### src/rtl/opdec_pkg.sv
package opdec_pkg;

  typedef enum logic [3:0] {
    AM_NONE = 4'd0,
    AM_IMM  = 4'd1,
    AM_DIR  = 4'd2,
    AM_EXT  = 4'd3,
    AM_IX2  = 4'd4,
    AM_IX1  = 4'd5,
    AM_IX0  = 4'd6,
    AM_SP1  = 4'd7,
    AM_SP2  = 4'd8,
    AM_INHA = 4'd9,
    AM_INHX = 4'd10
  } amode_e;

  typedef enum logic [2:0] {
    OP_NONE  = 3'd0,
    OP_ADC   = 3'd1,
    OP_ADD   = 3'd2,
    OP_AND   = 3'd3,
    OP_SHL   = 3'd4,
    OP_SHR   = 3'd5,
    OP_SPADD = 3'd6,
    OP_IXADD = 3'd7
  } opcls_e;

  typedef enum logic [1:0] {
    GRP_NONE  = 2'd0,
    GRP_ALU   = 2'd1,
    GRP_SHIFT = 2'd2,
    GRP_PTR   = 2'd3
  } grp_e;

endpackage

### src/rtl/opdec_group.sv
module opdec_group
  import opdec_pkg::*;
#(
  parameter int BYTE_W = 8
) (
  input  logic              paged,
  input  logic [BYTE_W-1:0] opc,
  output grp_e              grp,
  output opcls_e            op
);
  localparam int NIB_W = BYTE_W / 2;

  logic [NIB_W-1:0] hi;
  logic [NIB_W-1:0] lo;
  logic             alu_lo;
  logic             shf_lo;

  assign hi = opc[BYTE_W-1:NIB_W];
  assign lo = opc[NIB_W-1:0];

  assign alu_lo = (lo == NIB_W'(4'h9)) || (lo == NIB_W'(4'hB)) || (lo == NIB_W'(4'h4));
  assign shf_lo = (lo == NIB_W'(4'h8)) || (lo == NIB_W'(4'h7));

  always_comb begin
    grp = GRP_NONE;
    op  = OP_NONE;
    if (!paged) begin
      if (opc == BYTE_W'(8'hA7)) begin
        grp = GRP_PTR;
        op  = OP_SPADD;
      end else if (opc == BYTE_W'(8'hAF)) begin
        grp = GRP_PTR;
        op  = OP_IXADD;
      end else if (alu_lo && hi >= NIB_W'(4'hA)) begin
        grp = GRP_ALU;
      end else if (shf_lo && hi >= NIB_W'(4'h3) && hi <= NIB_W'(4'h7)) begin
        grp = GRP_SHIFT;
      end
    end else begin
      if (alu_lo && (hi == NIB_W'(4'hD) || hi == NIB_W'(4'hE))) begin
        grp = GRP_ALU;
      end else if (shf_lo && hi == NIB_W'(4'h6)) begin
        grp = GRP_SHIFT;
      end
    end

    case (grp)
      GRP_ALU: begin
        if (lo == NIB_W'(4'h9))      op = OP_ADC;
        else if (lo == NIB_W'(4'hB)) op = OP_ADD;
        else                         op = OP_AND;
      end
      GRP_SHIFT: op = (lo == NIB_W'(4'h8)) ? OP_SHL : OP_SHR;
      default: ;
    endcase
  end

endmodule

### src/rtl/opdec_mode.sv
module opdec_mode
  import opdec_pkg::*;
#(
  parameter int NIB_W = 4
) (
  input  logic             paged,
  input  grp_e             grp,
  input  logic [NIB_W-1:0] hi,
  output amode_e           mode
);

  always_comb begin
    mode = AM_NONE;
    unique case (grp)
      GRP_PTR: mode = AM_IMM;
      GRP_ALU: begin
        if (paged) begin
          mode = (hi == NIB_W'(4'hE)) ? AM_SP1 : AM_SP2;
        end else begin
          case (hi)
            NIB_W'(4'hA): mode = AM_IMM;
            NIB_W'(4'hB): mode = AM_DIR;
            NIB_W'(4'hC): mode = AM_EXT;
            NIB_W'(4'hD): mode = AM_IX2;
            NIB_W'(4'hE): mode = AM_IX1;
            default:      mode = AM_IX0;
          endcase
        end
      end
      GRP_SHIFT: begin
        if (paged) begin
          mode = AM_SP1;
        end else begin
          case (hi)
            NIB_W'(4'h3): mode = AM_DIR;
            NIB_W'(4'h4): mode = AM_INHA;
            NIB_W'(4'h5): mode = AM_INHX;
            NIB_W'(4'h6): mode = AM_IX1;
            default:      mode = AM_IX0;
          endcase
        end
      end
      default: mode = AM_NONE;
    endcase
  end

endmodule

### src/rtl/opdec_cost.sv
module opdec_cost
  import opdec_pkg::*;
#(
  parameter int LEN_W = 2,
  parameter int CYC_W = 4
) (
  input  grp_e             grp,
  input  amode_e           mode,
  output logic [LEN_W-1:0] len,
  output logic [CYC_W-1:0] cyc
);

  // Operand length depends on the addressing mode alone.
  always_comb begin
    case (mode)
      AM_IMM, AM_DIR, AM_IX1, AM_SP1: len = LEN_W'(1);
      AM_EXT, AM_IX2, AM_SP2:         len = LEN_W'(2);
      default:                        len = LEN_W'(0);
    endcase
  end

  // The cycle cost depends on the group and the mode together.
  always_comb begin
    cyc = CYC_W'(0);
    case (grp)
      GRP_ALU: begin
        case (mode)
          AM_IMM:  cyc = CYC_W'(2);
          AM_DIR:  cyc = CYC_W'(3);
          AM_EXT:  cyc = CYC_W'(4);
          AM_IX2:  cyc = CYC_W'(4);
          AM_IX1:  cyc = CYC_W'(3);
          AM_IX0:  cyc = CYC_W'(2);
          AM_SP1:  cyc = CYC_W'(4);
          AM_SP2:  cyc = CYC_W'(5);
          default: cyc = CYC_W'(0);
        endcase
      end
      GRP_SHIFT: begin
        case (mode)
          AM_DIR:           cyc = CYC_W'(4);
          AM_INHA, AM_INHX: cyc = CYC_W'(1);
          AM_IX1:           cyc = CYC_W'(4);
          AM_IX0:           cyc = CYC_W'(3);
          AM_SP1:           cyc = CYC_W'(5);
          default:          cyc = CYC_W'(0);
        endcase
      end
      GRP_PTR: cyc = CYC_W'(2);
      default: cyc = CYC_W'(0);
    endcase
  end

endmodule

### src/rtl/opcode_predecoder.sv
module opcode_predecoder
  import opdec_pkg::*;
#(
  parameter int          BYTE_W = 8,
  parameter int          LEN_W  = 2,
  parameter int          CYC_W  = 4,
  parameter logic [7:0]  PREFIX = 8'h9E
) (
  input  logic              clk,
  input  logic              rst,
  input  logic              in_vld,
  input  logic [BYTE_W-1:0] in_byte,
  output logic              dec_vld,
  output logic              dec_illegal,
  output logic [3:0]        dec_mode,
  output logic [2:0]        dec_op,
  output logic [LEN_W-1:0]  dec_len,
  output logic [CYC_W-1:0]  dec_cycles
);
  localparam int NIB_W = BYTE_W / 2;

  logic             pend_q;
  logic             is_pfx;
  grp_e             grp;
  opcls_e           op;
  amode_e           mode;
  logic [LEN_W-1:0] len;
  logic [CYC_W-1:0] cyc;
  logic             bad;

  assign is_pfx = (in_byte == BYTE_W'(PREFIX));

  opdec_group #(.BYTE_W(BYTE_W)) u_group (
    .paged (pend_q),
    .opc   (in_byte),
    .grp   (grp),
    .op    (op)
  );

  opdec_mode #(.NIB_W(NIB_W)) u_mode (
    .paged (pend_q),
    .grp   (grp),
    .hi    (in_byte[BYTE_W-1:NIB_W]),
    .mode  (mode)
  );

  opdec_cost #(.LEN_W(LEN_W), .CYC_W(CYC_W)) u_cost (
    .grp   (grp),
    .mode  (mode),
    .len   (len),
    .cyc   (cyc)
  );

  assign bad = (grp == GRP_NONE) || (mode == AM_NONE);

  always_ff @(posedge clk) begin
    if (rst) begin
      pend_q      <= 1'b0;
      dec_vld     <= 1'b0;
      dec_illegal <= 1'b0;
      dec_mode    <= 4'(AM_NONE);
      dec_op      <= 3'(OP_NONE);
      dec_len     <= '0;
      dec_cycles  <= '0;
    end else begin
      dec_vld <= 1'b0;
      if (in_vld) begin
        if (!pend_q && is_pfx) begin
          pend_q <= 1'b1;
        end else begin
          pend_q      <= 1'b0;
          dec_vld     <= 1'b1;
          dec_illegal <= bad;
          dec_mode    <= bad ? 4'(AM_NONE) : 4'(mode);
          dec_op      <= bad ? 3'(OP_NONE) : 3'(op);
          dec_len     <= bad ? '0 : len;
          dec_cycles  <= bad ? '0 : cyc;
        end
      end
    end
  end

endmodule

### config.mk
export PLATFORM = sky130hd
export DESIGN_NAME = opcode_predecoder
export DESIGN_NICKNAME = d
export VERILOG_FILES = /design/src/rtl/opdec_pkg.sv /design/src/rtl/opdec_group.sv /design/src/rtl/opdec_mode.sv /design/src/rtl/opdec_cost.sv /design/src/rtl/opcode_predecoder.sv
export SDC_FILE = /design/constraint.sdc
export NUM_CORES = 1
export LEC_CHECK = 0
export BUFFER_PORTS_ARGS = -buffer_cell sky130_fd_sc_hd__buf_2
export CAP_MARGIN = 20
export CORE_AREA = 2 2 73 68
export CTS_CLUSTER_SIZE = 30
export DETAILED_ROUTE_END_ITERATION = 12
export DIE_AREA = 0 0 75 70
export SLEW_MARGIN = 20
export SYNTH_ARGS = -nofsm -noshare
export SYNTH_HDL_FRONTEND = slang
export SYNTH_SLANG_ARGS = --single-unit
### constraint.sdc
create_clock -name clk -period 3.57 [get_ports clk]
set_clock_uncertainty 0.15 [all_clocks]
set_input_delay 0.357 -clock clk [delete_from_list [all_inputs] [get_ports clk]]
set_output_delay 0.357 -clock clk [all_outputs]
set_load 0.02 [all_outputs]
==> impl_metrics.json <==
{
  "yosysWarningCount": 0,
  "finalSetupViolCount": 0,
  "peakVddDrop_v": 0.000138,
  "max_freq_mhz": 304,
  "hold_path_depth": 2,
  "fin_setup_tns_ns": 0,
  "max-clock-path-buffers": 2,
  "grt_max_degree": 18,
  "synthesized_area_um2": 1320,
  "diodes": 0,
  "p_per_area_nw_per_um2": 245,
  "fin_nets": 213,
  "layout_min_cycle_time_ns": 3.29,
  "post_drt_via_cell_ratio": 5.14,
  "dr_iter_0_viols": 129,
  "ys_ff_latch": 15,
  "grt_pass1_vias": 1200,
  "fin_total_pwr_mw": 0.389,
  "rsz0062_at_grt": "false",
  "die_x_um": 75,
  "detailedPlacementHpwl_um": 2520,
  "hp-start": "rst",
  "drc": 0,
  "crit-reg2reg-launch": "pend_q$_SDFFE_PP0P_",
  "track_usage_pct": 13.0,
  "timing.final.max_slew_violations": 0,
  "cap_violations": 0,
  "io_buffer_count": 24,
  "tritoncts_num_sinks": 15,
  "synth-edff-count": 0,
  "power_leakage_nw": 0.642,
  "grt_overflow": 0,
  "most-common-layout-cells": "buf_2 (24), nand2_1 (18), dfxtp_1 (15)",
  "cts_root_buf": "clkbuf_8",
  "detail_route.wirelength_um": 3350,
  "critical_path.cell_chain": "buf_2 > or4b_2 > a21oi_1 > a21oi_1 > inv_1 > ha_1 > o31ai_1 > a21oi_1 > buf_4 > ha_1 > nand2_1 > nor4_1 > nor3_1 > o21ai_0",
  "syn2layout_area_growth_pct": 20.1,
  "critical_path_required_ns": 3.60,
  "insertion_delay_ns": 0.25,
  "mostFrequentLayoutCell": "buf_2",
  "nFillCells": 499,
  "netlist-cell-type-count": 56,
  "h-tree-depth": 1,
  "top_level_ports": 26,
  "worst-r2r-setup-slack_ns": 0.40,
  "finalCritPeriodShare_pct": 92.3,
  "cts_hold_buffers": 0,
  "hold_path.class": "in -> reg",
  "synthesis.area_per_instance_um2": 8.06,
  "timing.reg2reg.worst_path_depth": 14,
  "timing.setup.critical_path_class": "in -> reg",
  "start_util_pct": 28.8,
  "final_hold_viol_count": 0,
  "layout-drive-gt1-share_pct": 25.0,
  "grt_pass1_wl_um": 5440,
  "reg2reg_to": "dec_cycles[1]$_SDFFE_PP0P_",
  "min_to": "dec_vld$_SDFF_PP0_",
  "status": "complete, no violations",
  "maximum_fanout_along_the_worst_path": 7,
  "critical_path.slowest_cell": "or4b_2",
  "netlist_instances": 164,
  "initial_antenna_violation_count": 0,
  "die_height_um": 70,
  "critical_path.startpoint_type": "input port",
  "post_cts_buffers": 0,
  "average_routed_wire_per_standard_cell_um": 13.0,
  "clock_tree_from_tritoncts": "built",
  "worst_path_most_repeated_cell": "a21oi_1",
  "clock_buffers_created_by_tritoncts": 3,
  "design.core.area_um2": 4590,
  "detailroute.via_count": 1321,
  "drtPass1Iterations": 4,
  "maxSlewHeadroom_pct": 63.2,
  "clkSlewWorstSetupHoldPaths_ns": 0.06,
  "floorplan.die_area_um2": 5250,
  "critical_path.max_stage_delay_ns": 0.66,
  "worst-slew-pin-transition_ns": 0.544,
  "synth.net_count": 184,
  "worstSetupEndpointType": "flip-flop",
  "synth_async_sr_flop_share_pct": 0,
  "placementRows": 24,
  "arrival_ns": 3.32,
  "cts-resized-gates": 0,
  "antenna_left": 0,
  "postSynth.topFlopCell": "dfxtp_1",
  "synth-seq-area-share_pct": 22.7,
  "gp_congestion": 0.797
}
worst max-delay path by stage:
stage,start,to,cells after the start
2_1_floorplan,in_byte[2],dec_cycles[0]$_SDFFE_PP0P_,16
3_3_place_gp,in_byte[2],dec_cycles[0]$_SDFFE_PP0P_,14
3_5_place_dp,in_byte[0],dec_len[0]$_SDFFE_PP0P_,13
4_1_cts,in_byte[0],dec_cycles[1]$_SDFFE_PP0P_,14
5_1_grt,in_byte[0],dec_cycles[0]$_SDFFE_PP0P_,14
6_report,in_byte[0],dec_cycles[1]$_SDFFE_PP0P_,14
state kept, by name (all words and copies together), names as in the netlist:
register / count
dec_mode: 4
dec_cycles: 3
dec_vld: 1
dec_op: 3
dec_len: 2
dec_illegal: 1
pend_q: 1
cell type report:
type | count | area, um^2 | area share (%)
tap | 65 | 81.3 | 5.12
timing repair buffer | 35 | 203 | 12.8
inverter | 8 | 30.0 | 1.89
sequential | 15 | 300 | 18.9
multi-input combinational | 130 | 927 | 58.4
clock inverter | 1 | 5.00 | 0.315
clock buffer | 3 | 41.3 | 2.60
critical path: cells and delay by family:
kind,cells,cell delay [ns]
buf+inv,3,0.40
compound gates,5,0.83
fa+ha+maj,2,0.50
simple gates,4,1.24
metal layers:
metal	global-route usage [%]	share of wire [%]	up-vias
met5	0	0	-
met4	1.79	0	0
met3	3.90	4.9	0
met2	21.0	47	30
met1	17.4	48	622
li1	-	-	669
Yosys cell counts, drive strengths merged (3+ instances only):
cell type	n	area, um^2
dfxtp	15	300
ha	9	113
nor2	10	37.5
and3b	3	26.3
nand4b	3	26.3
a21oi	12	63.8
clkbuf	5	18.8
inv	8	30.0
nor3	3	15.0
o21ai	13	65.1
nand2	18	67.6
a22o	7	61.3
buf	6	46.3
kinds of logic after synthesis:
family                     after synthesis  share of synthesized area, %
AOI/OAI and AO/OA                       58                          32.3
buffers and inverters                   19                          7.19
muxes                                    2                          1.89
adders and majority gates                9                          8.51
DFF                                     15                          22.7
xor gates and xnor gates                 2                          1.32
other                                    1                         0.284
and+or+nand+nor                         58                          25.8
where the power goes:
group | switching (mW) | internal [mW]
sequential | 0.00134 | 0.169
clock | 0.0628 | 0.0774
combinational | 0.0477 | 0.0305
total | 0.112 | 0.277
stage by stage:
stage	worst slack [ns]	hold slack [ns]	util (%)	instance area, um^2	cells
floorplan	0.361	0.288	-	1320	164
global placement	0.141	0.284	33.6	1540	253
detailed placement	0.0317	0.280	33.6	1540	253
CTS	0.284	0.162	34.6	1590	257
global route	0.0508	0.172	34.6	1590	257
finish	0.277	0.165	34.6	1590	257
No activity file was read; power rests on OpenSTA's default activity.
